File: src/rtl/prseq_pkg.sv
package prseq_pkg;
  typedef enum logic [3:0] {
    ST_IDLE, ST_FLUSH_IN, ST_REQ_BURST, ST_WAIT_RDY, ST_STREAM, ST_WAIT_DONE,
    ST_FLUSH_OUT, ST_PATH_OFF, ST_NCE_OFF, ST_CHECK, ST_REPORT
  } state_e;

  typedef enum logic [1:0] {
    RES_OK      = 2'd0,
    RES_INVALID = 2'd1,
    RES_ERROR   = 2'd2,
    RES_TIMEOUT = 2'd3
  } result_e;
endpackage

File: src/rtl/prseq_burst.sv
module prseq_burst #(
  parameter int CNT_W = 12,
  parameter int DIV   = 2
) (
  input  logic             clk_i,
  input  logic             rst_ni,
  input  logic             go_i,
  input  logic [CNT_W-1:0] count_i,
  input  logic             clr_i,
  output logic             dclk_o,
  output logic             done_o
);
  localparam int PH_W = (DIV > 1) ? $clog2(DIV) : 1;
  localparam logic [PH_W-1:0] PH_LAST = PH_W'(DIV - 1);

  logic [CNT_W-1:0] rem_q;
  logic [PH_W-1:0]  ph_q;
  logic             flag_q;

  // go clears the flag and loads; the flag sets as the last pulse period ends
  always_ff @(posedge clk_i or negedge rst_ni) begin
    if (!rst_ni) begin
      rem_q  <= '0;
      ph_q   <= '0;
      flag_q <= 1'b0;
    end else if (go_i) begin
      rem_q  <= count_i;
      ph_q   <= '0;
      flag_q <= 1'b0;
    end else if (rem_q != '0) begin
      if (ph_q == PH_LAST) begin
        ph_q  <= '0;
        rem_q <= rem_q - 1'b1;
        if (rem_q == CNT_W'(1)) flag_q <= 1'b1;
      end else begin
        ph_q <= ph_q + 1'b1;
      end
    end else if (clr_i) begin
      flag_q <= 1'b0;
    end
  end

  assign dclk_o = (rem_q != '0) && (ph_q == '0);
  assign done_o = flag_q;

  // checker: pulses seen since load must equal the loaded count
  logic [CNT_W:0]   pulses_q;
  logic [CNT_W-1:0] load_q;
  always_ff @(posedge clk_i or negedge rst_ni) begin
    if (!rst_ni) begin
      pulses_q <= '0;
      load_q   <= '0;
    end else if (go_i) begin
      pulses_q <= '0;
      load_q   <= count_i;
    end else if (dclk_o) begin
      pulses_q <= pulses_q + 1'b1;
    end
  end

  p_pulse_count_r4: assert property (@(posedge clk_i) disable iff (!rst_ni)
    $rose(done_o) |-> (pulses_q == {1'b0, load_q}));
endmodule

File: src/rtl/prseq_poll.sv
module prseq_poll #(
  parameter int POLL_MAX = 10
) (
  input  logic clk_i,
  input  logic rst_ni,
  input  logic clr_i,
  input  logic inc_i,
  output logic last_o
);
  localparam int CW = $clog2(POLL_MAX + 1);

  logic [CW-1:0] cnt_q;

  always_ff @(posedge clk_i or negedge rst_ni) begin
    if (!rst_ni)    cnt_q <= '0;
    else if (clr_i) cnt_q <= '0;
    else if (inc_i) cnt_q <= cnt_q + 1'b1;
  end

  assign last_o = (cnt_q == CW'(POLL_MAX - 1));

  p_poll_bound_r6: assert property (@(posedge clk_i) disable iff (!rst_ni)
    cnt_q < CW'(POLL_MAX));
endmodule

File: src/rtl/prseq_top.sv
module prseq_top
  import prseq_pkg::*;
#(
  parameter int CNT_W      = 12,
  parameter int DIV        = 2,
  parameter int FLUSH_CLKS = 256,
  parameter int REQ_CLKS   = 2047,
  parameter int POLL_MAX   = 10
) (
  input  logic       clk_i,
  input  logic       rst_ni,
  input  logic       start_i,
  input  logic       partial_i,
  input  logic [2:0] msel_i,
  input  logic       nconfig_pin_i,
  input  logic       nstatus_pin_i,
  input  logic       conf_done_pin_i,
  input  logic       pr_ready_i,
  input  logic       pr_done_i,
  input  logic       pr_error_i,
  input  logic       usermode_i,
  input  logic       data_end_i,
  output logic       nce_o,
  output logic       pr_request_o,
  output logic       path_en_o,
  output logic       override_o,
  output logic       dclk_o,
  output logic       busy_o,
  output logic       done_o,
  output logic [1:0] result_o
);
  state_e  state_q, state_d;
  result_e pend_q, pend_d, res_q, res_d;
  logic    go, burst_done, poll_clr, poll_inc, poll_last;
  logic [CNT_W-1:0] burst_cnt;

  always_comb begin
    state_d  = state_q;
    pend_d   = pend_q;
    res_d    = res_q;
    poll_clr = 1'b0;
    poll_inc = 1'b0;
    unique case (state_q)
      ST_IDLE: if (start_i) begin
        pend_d = RES_OK;
        if (!partial_i || (msel_i > 3'd1) || !nconfig_pin_i || !nstatus_pin_i) begin
          res_d   = RES_INVALID;
          state_d = ST_REPORT;
        end else begin
          state_d = ST_FLUSH_IN;
        end
      end
      ST_FLUSH_IN:  if (burst_done) state_d = ST_REQ_BURST;
      ST_REQ_BURST: if (burst_done) begin
        state_d  = ST_WAIT_RDY;
        poll_clr = 1'b1;
      end
      ST_WAIT_RDY: begin
        if (pr_error_i) begin
          pend_d  = RES_ERROR;
          state_d = ST_FLUSH_OUT;
        end else if (pr_ready_i) begin
          state_d = ST_STREAM;
        end else if (poll_last) begin
          pend_d  = RES_TIMEOUT;
          state_d = ST_FLUSH_OUT;
        end else begin
          poll_inc = 1'b1;
        end
      end
      ST_STREAM: if (data_end_i) begin
        state_d  = ST_WAIT_DONE;
        poll_clr = 1'b1;
      end
      ST_WAIT_DONE: begin
        if (pr_error_i) begin
          pend_d  = RES_ERROR;
          state_d = ST_FLUSH_OUT;
        end else if (pr_done_i) begin
          state_d = ST_FLUSH_OUT;
        end else if (poll_last) begin
          pend_d  = RES_TIMEOUT;
          state_d = ST_FLUSH_OUT;
        end else begin
          poll_inc = 1'b1;
        end
      end
      ST_FLUSH_OUT: if (burst_done) state_d = ST_PATH_OFF;
      ST_PATH_OFF:  state_d = ST_NCE_OFF;
      ST_NCE_OFF:   state_d = ST_CHECK;
      ST_CHECK: begin
        if (pend_q == RES_OK && !(usermode_i && conf_done_pin_i && nstatus_pin_i))
          res_d = RES_TIMEOUT;
        else
          res_d = pend_q;
        state_d = ST_REPORT;
      end
      ST_REPORT: state_d = ST_IDLE;
      default:   state_d = ST_IDLE;
    endcase
  end

  // a burst is launched on the edge that enters a burst state
  assign go = (state_d != state_q) &&
              (state_d inside {ST_FLUSH_IN, ST_REQ_BURST, ST_FLUSH_OUT});
  assign burst_cnt = (state_d == ST_REQ_BURST) ? CNT_W'(REQ_CLKS) : CNT_W'(FLUSH_CLKS);

  always_ff @(posedge clk_i or negedge rst_ni) begin
    if (!rst_ni) begin
      state_q <= ST_IDLE;
      pend_q  <= RES_OK;
      res_q   <= RES_OK;
    end else begin
      state_q <= state_d;
      pend_q  <= pend_d;
      res_q   <= res_d;
    end
  end

  prseq_burst #(.CNT_W(CNT_W), .DIV(DIV)) u_burst (
    .clk_i   (clk_i),
    .rst_ni  (rst_ni),
    .go_i    (go),
    .count_i (burst_cnt),
    .clr_i   (burst_done),
    .dclk_o  (dclk_o),
    .done_o  (burst_done)
  );

  prseq_poll #(.POLL_MAX(POLL_MAX)) u_poll (
    .clk_i  (clk_i),
    .rst_ni (rst_ni),
    .clr_i  (poll_clr),
    .inc_i  (poll_inc),
    .last_o (poll_last)
  );

  assign nce_o        = !(state_q inside {ST_FLUSH_IN, ST_REQ_BURST, ST_WAIT_RDY, ST_STREAM,
                                          ST_WAIT_DONE, ST_FLUSH_OUT, ST_PATH_OFF});
  assign path_en_o    = state_q inside {ST_FLUSH_IN, ST_REQ_BURST, ST_WAIT_RDY, ST_STREAM,
                                        ST_WAIT_DONE, ST_FLUSH_OUT};
  assign override_o   = state_q inside {ST_FLUSH_IN, ST_REQ_BURST, ST_WAIT_RDY, ST_STREAM,
                                        ST_WAIT_DONE, ST_FLUSH_OUT, ST_PATH_OFF, ST_NCE_OFF};
  assign pr_request_o = state_q inside {ST_REQ_BURST, ST_WAIT_RDY, ST_STREAM, ST_WAIT_DONE};
  assign busy_o       = (state_q != ST_IDLE);
  assign done_o       = (state_q == ST_REPORT);
  assign result_o     = res_q;

  p_dclk_in_path_r11: assert property (@(posedge clk_i) disable iff (!rst_ni)
    dclk_o |-> path_en_o);
  p_go_when_quiet_r4: assert property (@(posedge clk_i) disable iff (!rst_ni)
    go |-> !dclk_o);
  p_req_setup_r5: assert property (@(posedge clk_i) disable iff (!rst_ni)
    $rose(pr_request_o) |-> (!nce_o && path_en_o && override_o));
  p_path_off_order_r8: assert property (@(posedge clk_i) disable iff (!rst_ni)
    $fell(path_en_o) |-> (!pr_request_o && !nce_o && override_o));
  p_done_single_r10: assert property (@(posedge clk_i) disable iff (!rst_ni)
    done_o |=> !done_o);
  p_result_hold_r10: assert property (@(posedge clk_i) disable iff (!rst_ni)
    !$stable(result_o) |-> done_o);
endmodule

File: config.mk
export PLATFORM = sky130hd
export DESIGN_NAME = prseq_top
export DESIGN_NICKNAME = d
export VERILOG_FILES = /design/src/rtl/prseq_pkg.sv /design/src/rtl/prseq_burst.sv /design/src/rtl/prseq_poll.sv /design/src/rtl/prseq_top.sv
export SDC_FILE = /design/constraint.sdc
export NUM_CORES = 1
export LEC_CHECK = 0
export BUFFER_PORTS_ARGS = -buffer_cell sky130_fd_sc_hd__buf_4
export CAP_MARGIN = 20
export CORE_MARGIN = 4
export CORE_UTILIZATION = 47
export CTS_BUF_LIST = sky130_fd_sc_hd__clkbuf_2
export CTS_CLUSTER_DIAMETER = 150
export CTS_CLUSTER_SIZE = 14
export DETAILED_ROUTE_END_ITERATION = 7
export PLACE_DENSITY_LB_ADDON = 0.25
export SLEW_MARGIN = 20
export SYNTH_ARGS = -nofsm -noshare
export SYNTH_HDL_FRONTEND = slang
export SYNTH_HIERARCHICAL = 1
export SYNTH_SLANG_ARGS = --single-unit
File: constraint.sdc
create_clock -name clk_i -period 3.3 [get_ports clk_i]
set_input_delay 0 -clock clk_i [delete_from_list [all_inputs] [get_ports clk_i]]
set_output_delay 0 -clock clk_i [all_outputs]
set_load 0.01 [all_outputs]
### Word level (Yosys, flattened, before mapping)

Cells that the tools add are included.

| storage, ports and cells | value |
|---|---|
| bits of input ports | 15 |
| output and inout bits | 9 |
| word-level logic and storage cells | 110 |
| register bits | 26 |

| cells by class | value |
|---|---|
| bitwise gates (word level) | 1 |
| $lt $le $gt $ge | 1 |
| equal/unequal tests | 22 |
| add/sub/neg operators | 3 |
| reduce and logical (&&, ||, !) cells | 31 |
| muxes and demuxes | 45 |

Operators by type and width:

| kind | number |
|---|---|
| 4-bit 2-to-1 mux | 13 |
| 4-bit case mux with 10 select lines | 1 |
| 12-bit 2-to-1 mux | 3 |
| 4-bit by 3-bit == test with 1-bit output (second input constant) | 5 |
| 2-bit 2-to-1 mux | 9 |
| 4-bit == test (second input constant) | 4 |
| 1-bit 2-to-1 mux | 14 |
| 12-bit by 1-bit == test with 1-bit output (second input constant) | 1 |
| 4-bit by 2-bit == test with 1-bit output (second input constant) | 3 |
| 12-bit nonzero test | 1 |
| 12-bit by 1-bit subtractor with 12-bit output (second input constant) | 1 |
| 11-bit 2-to-1 mux | 1 |
| 4-bit by 1-bit == test with 1-bit output (second input constant) | 2 |
| 2-bit nonzero test | 4 |
| 4-bit nonzero test | 2 |
| 8-bit nonzero test | 1 |
| 7-bit nonzero test | 1 |
| 3-bit by 2-bit != test with 1-bit output (second input constant) | 2 |
| 3-bit != test (second input constant) | 2 |
| 2-bit case mux with 3 select lines | 1 |
| 3-bit nonzero test | 2 |
| 6-bit nonzero test | 1 |
| 1-bit logical AND | 5 |
| 1-bit zero test | 5 |
| other kinds (14) | 19 |

### Longest topological paths before layout

| logic depth | value |
|---|---|
| depth after elaboration | 12 |
| gate-level depth with buffers | 12 |
| depth with buffers taken out | 11 |

### By module

The synthesis kept the hierarchy.

Modules (own cells, without submodules):

| module | instances | seq. area each (µm²) | cells each | area an instance (µm²) |
|---|---|---|---|---|
| prseq_burst | 1 | 350.3 | 96 | 863.3 |
| prseq_top | 1 | 200.2 | 91 | 787.0 |
| prseq_poll | 1 | 100.1 | 21 | 221.5 |

### Least setup slack after synthesis

No wires, ideal clock.

| timing path | value |
|---|---|
| path kind | register to register |
| start | register u_poll.cnt_q[1] |
| end | register u_burst.rem_q[10] |
| slack | 0.938 ns |
| period minus slack after synthesis | 2.362 ns |
| data required time | 3.218 ns |
| setup time | 0.082 ns |
| stages on the path, launching flop included | 10 |
| path buffers | 0 |
| arrival time | 2.280 ns |
| cells stage by stage | dfrtp_1 inv_1 ha_1 nand2_1 nor2_1 a2111oi_2 or4_4 nor4b_2 nor2_1 a31oi_1 |

| between the ends | value |
|---|---|
| longest elaborated chain between the ends | 10 |
| elaborated cells between the ends (all ways) | 18 |
| those cells by class | eq/ne: 5; mux: 8; reduce/logical: 5 |

Ends and longest elaborated chain:

| what | RTL line | text |
|---|---|---|
| start: declaration | prseq_poll.sv:12 | `logic [CW-1:0] cnt_q;` |
| start signal: assignment | prseq_poll.sv:17 | `else if (inc_i) cnt_q <= cnt_q + 1'b1;` |
| 4-bit == test * | prseq_poll.sv:20 | `assign last_o = (cnt_q == CW'(POLL_MAX - 1));` |
| via poll_last | prseq_top.sv:34 | `logic go, burst_done, poll_clr, poll_inc, poll_last;` |
| 4-bit 2-to-1 mux * | prseq_top.sv:64, prseq_top.sv:81 |  |
| 4-bit 2-to-1 mux (on tied branches) | prseq_top.sv:79, prseq_top.sv:62 |  |
| 4-bit 2-to-1 mux (on tied branches) | prseq_top.sv:76, prseq_top.sv:59 |  |
| 4-bit case mux with 10 select lines * | prseq_top.sv:43 | `unique case (state_q)` |
| via state_d[0] | prseq_top.sv:32 | `state_e state_q, state_d;` |
| 4-bit by 1-bit == test with 1-bit output (tied with other cells) | prseq_top.sv:105 | `(state_d inside {ST_FLUSH_IN, ST_REQ_BURST, ST_FLUSH_OUT});` |
| 3-bit nonzero test | prseq_top.sv:105 |  |
| 1-bit logical AND | prseq_top.sv:104 | `assign go = (state_d != state_q) &&` |
| 2-bit nonzero test (no source line) | n/a |  |
| 2-bit AND reduction (no source line) | n/a |  |
| end signal: assignment | prseq_burst.sv:27 | `rem_q <= count_i;` |
| end signal: assignment | prseq_burst.sv:33 | `rem_q <= rem_q - 1'b1;` |
| end: declaration | prseq_burst.sv:16 | `logic [CNT_W-1:0] rem_q;` |

The timed path passes the listed nets; every way through them passes the cells marked *.
A chain may end at the register's enable or synchronous reset.

### Worst setup path in the final report

| timing path | value |
|---|---|
| start | register state_q[2] |
| end | register u_burst.rem_q[1] |

| between the ends | value |
|---|---|
| longest elaborated chain between the ends | 9 |
| elaborated cells between the ends (all ways) | 32 |
| those cells by class | eq/ne: 13; mux: 13; reduce/logical: 6 |

Ends and longest elaborated chain:

| what | RTL line | text |
|---|---|---|
| start: declaration | prseq_top.sv:32 |  |
| start signal: assignment | prseq_top.sv:114 | `state_q <= state_d;` |
| 4-bit 2-to-1 mux | prseq_top.sv:64, prseq_top.sv:81 |  |
| 4-bit 2-to-1 mux (on tied branches) | prseq_top.sv:79, prseq_top.sv:62 |  |
| 4-bit 2-to-1 mux (on tied branches) | prseq_top.sv:76, prseq_top.sv:59 |  |
| 4-bit case mux with 10 select lines | prseq_top.sv:43 |  |
| 4-bit by 1-bit == test with 1-bit output (tied with other cells) | prseq_top.sv:105 |  |
| 3-bit nonzero test | prseq_top.sv:105 |  |
| 1-bit logical AND * | prseq_top.sv:104 |  |
| via go | prseq_top.sv:34 |  |
| 2-bit nonzero test (no source line) | n/a |  |
| 2-bit AND reduction (no source line) | n/a |  |

Marked as above.

==> results.json <==
{
  "run_status": "complete, no violations",
  "r2r_start": "state_q[2]",
  "clock-sinks": 26,
  "slew_viol_final": 0,
  "arrival_ns": 2.91,
  "cp_max_fo": 20,
  "setup_viol": 0,
  "cap_violations": 0,
  "nets": 256,
  "routed_wirelength_mm": 3.879,
  "rrSetupSlack_ns": 0.68,
  "layout_common_cells": "27 x buf_4, 26 x dfrtp_1, 18 x nor2_1",
  "async_reset_ff_share_pct": 100.0,
  "worst_hold_slack_ns": 0.03299,
  "firstDrtPassIters": 4,
  "core_sq_um": 3744,
  "worst_path_largest_cell_delay_ns": 0.75,
  "dr_total_vias": 1588,
  "die_y_um": 71.11,
  "pin_count": 24,
  "die_w_um": 71.11,
  "max_slew_margin_pct": 48.65,
  "yosys_warnings": 6,
  "synth_seq_cells": 26,
  "skew_ns": 0.005398,
  "synthesis.area_sq_um": 1872,
  "peakVddDrop_v": 0.0004046,
  "dieArea_sq_um": 5056,
  "grt_pass1_wl_mm": 6.837,
  "place_area_sq_um": 2077,
  "p_total_mw": 1.903,
  "syn_area_per_cell_sq_um": 8.999,
  "worst_pin_slew_ns": 0.7607,
  "grt_max_degree": 27,
  "fin_util_pct": 58.02,
  "cts_tree": "yes",
  "final_common_cell": "buf_4",
  "syn_nets": 228,
  "vias_per_cell": 5.611,
  "synth.distinct_cells": 62,
  "postRouteAntennaNets": 0,
  "insertion_delay_ns": 0.35,
  "period_minus_slack_ns": 2.616,
  "seq_area_frac_synth_pct": 34.76,
  "grt_usage_pct": 16.51,
  "slowest_stage": "dfrtp_1",
  "start_util_pct": 50.00,
  "fmax_ghz": 0.3822,
  "drive_gt1_share_pct": 22.55,
  "hold_viol": 0,
  "synthFlopType": "dfrtp_1",
  "rsz0062_at_grt": "no",
  "grt-ovfl-total": 0,
  "start_kind": "flop",
  "p_leak_nw": 0.8808,
  "rows": 22,
  "drc_errors": 0,
  "cpMostUsedCell": "o21ai_0",
  "cts_resized": 0,
  "antenna_cells": 0,
  "cts_root_buffer": "clkbuf_2",
  "portBuffers": 22,
  "ff2ff_path_depth": 7,
  "hold_end": "pend_q[0]",
  "synth_edf_count": 0,
  "htreeDepth": 1,
  "worstPathRequired_ns": 3.59,
  "finalSetupTns_ns": 0,
  "grt_pass1_vias": 1517,
  "synth_cells": 208,
  "antenna_found_initial": 0,
  "setup.worst_path.end_class": "flop",
  "final_area_sq_um": 2172,
  "first_iter_violations": 63,
  "min-delay-start": "pr_error_i",
  "cts.clk_slew.worst_paths_ns": 0.24,
  "wl_per_cell_um": 13.71,
  "dp.final_hpwl_mm": 2.870,
  "r2r-end": "u_burst/rem_q[1]",
  "critical_path.cell_chain": "or3b_1 -> a2111oi_0 -> o21ba_1 -> o21bai_1 -> inv_1 -> o21ai_0 -> o21ai_0",
  "fin_crit_sh_pct": 79.29,
  "hold_path_depth": 3,
  "hp-class": "in -> reg",
  "cts_max_path_buffers": 2,
  "p_per_area_nw_per_um2": 876.3,
  "cts_buffers": 3,
  "gp_congestion": 0.8456,
  "areaGrowthSynthToFinish_pct": 16.04,
  "critPathKind": "reg -> reg"
}
-- area by class of cell --
cell class / instances / area (sq um)
inverters: 9 / 33.78
clock buffers: 3 / 15.01
multi-input cells: 164 / 1130
repair buffers: 32 / 252.7
flip-flops and latches: 26 / 650.6
clock inverters: 1 / 30.03
well taps: 48 / 60.06
fillers: 349 / 1572
-- synth_stat cells, types with 3 or more instances --
master	instances	area, sq um
dfrtp_1	26	650.6
nor2_1	18	67.56
nand2_1	13	48.80
o21ai_0	11	55.05
a21oi_1	10	50.05
inv_1	9	33.78
a31oi_1	8	50.05
nor3_1	6	30.03
ha_1	5	62.56
nand3b_1	5	37.54
xnor2_1	5	43.79
nand3_1	4	20.02
o21a_1	4	30.03
o31ai_1	4	30.03
or2_2	4	25.02
or3_1	4	25.02
buf_2	3	15.01
nand2b_1	3	18.77
nor2b_1	3	18.77
o21bai_1	3	22.52
-- layer usage --
layer / GRT usage, % / vias up / share of wire [%]
li1: - / 827 / -
met3: 2.273 / 6 / 3.1
met2: 29.04 / 27 / 49
met1: 21.09 / 728 / 47
met4: 4.593 / 0 / 1.0
met5: 0 / - / 0
-- sequential cells by signal (all words and copies together), names as in the netlist --
register / count
u_burst/rem_q: 12
state_q: 4
u_poll/cnt_q: 4
pend_q: 2
result_o: 2
u_burst/done_o: 1
u_burst/ph_q: 1
-- through the flow --
step	std cells	setup slack, ns
2_1_floorplan	208	0.9383
3_3_place_gp	274	0.7559
3_5_place_dp	274	0.6998
4_1_cts	282	0.6303
5_1_grt	283	0.3309
6_report	283	0.6835
-- worst max-delay path, delay by kind of cell, from the launching register on --
| kind | cells | cell delay, ns |
|---|---|---|
| AOI/OAI and AO/OA | 5 | 1.03 |
| buffers and inverters | 1 | 0.35 |
| and+or+nand+nor | 1 | 0.43 |
| DFF | 1 | 0.75 |
-- repair_timing --
| item | in CTS | in global routing |
|---|---|---|
| buffers inserted | 0 | 0 |
| hold endpoints to repair | 28 | 7 |
| hold buffers | 4 | 1 |
-- cell families (layout without fill, tap and decap cells) --
logic type | after synthesis | in the layout | share of synthesized area [%]
and+or+nand+nor | 93 | 93 | 31.48
DFF | 26 | 26 | 34.76
buffers and inverters | 18 | 45 | 4.879
adders and majority gates | 5 | 5 | 3.342
AOI/OAI and AO/OA | 55 | 55 | 20.52
xor gates and xnor gates | 7 | 7 | 3.275
other | 2 | 2 | 0.4012
muxes | 2 | 2 | 1.337
-- power by group --
part           internal, mW  switching [mW]
combinational         0.515           0.538
sequential            0.454           0.197
clock                 0.104          0.0945
-- worst max-delay path by stage --
stage | end | from | slack, ns | cells after the start
6_report | u_burst/rem_q[1] | state_q[2] | 0.68 | 7
5_1_grt | u_burst/rem_q[1] | state_q[2] | 0.33 | 7
4_1_cts | u_burst/rem_q[1] | state_q[2] | 0.63 | 7
3_5_place_dp | u_burst/rem_q[3] | state_q[2] | 0.70 | 7
3_3_place_gp | u_burst/rem_q[3] | state_q[2] | 0.76 | 7
2_1_floorplan | u_burst/rem_q[10] | u_poll/cnt_q[1] | 0.94 | 9
(Power assumes the default switching activity.)
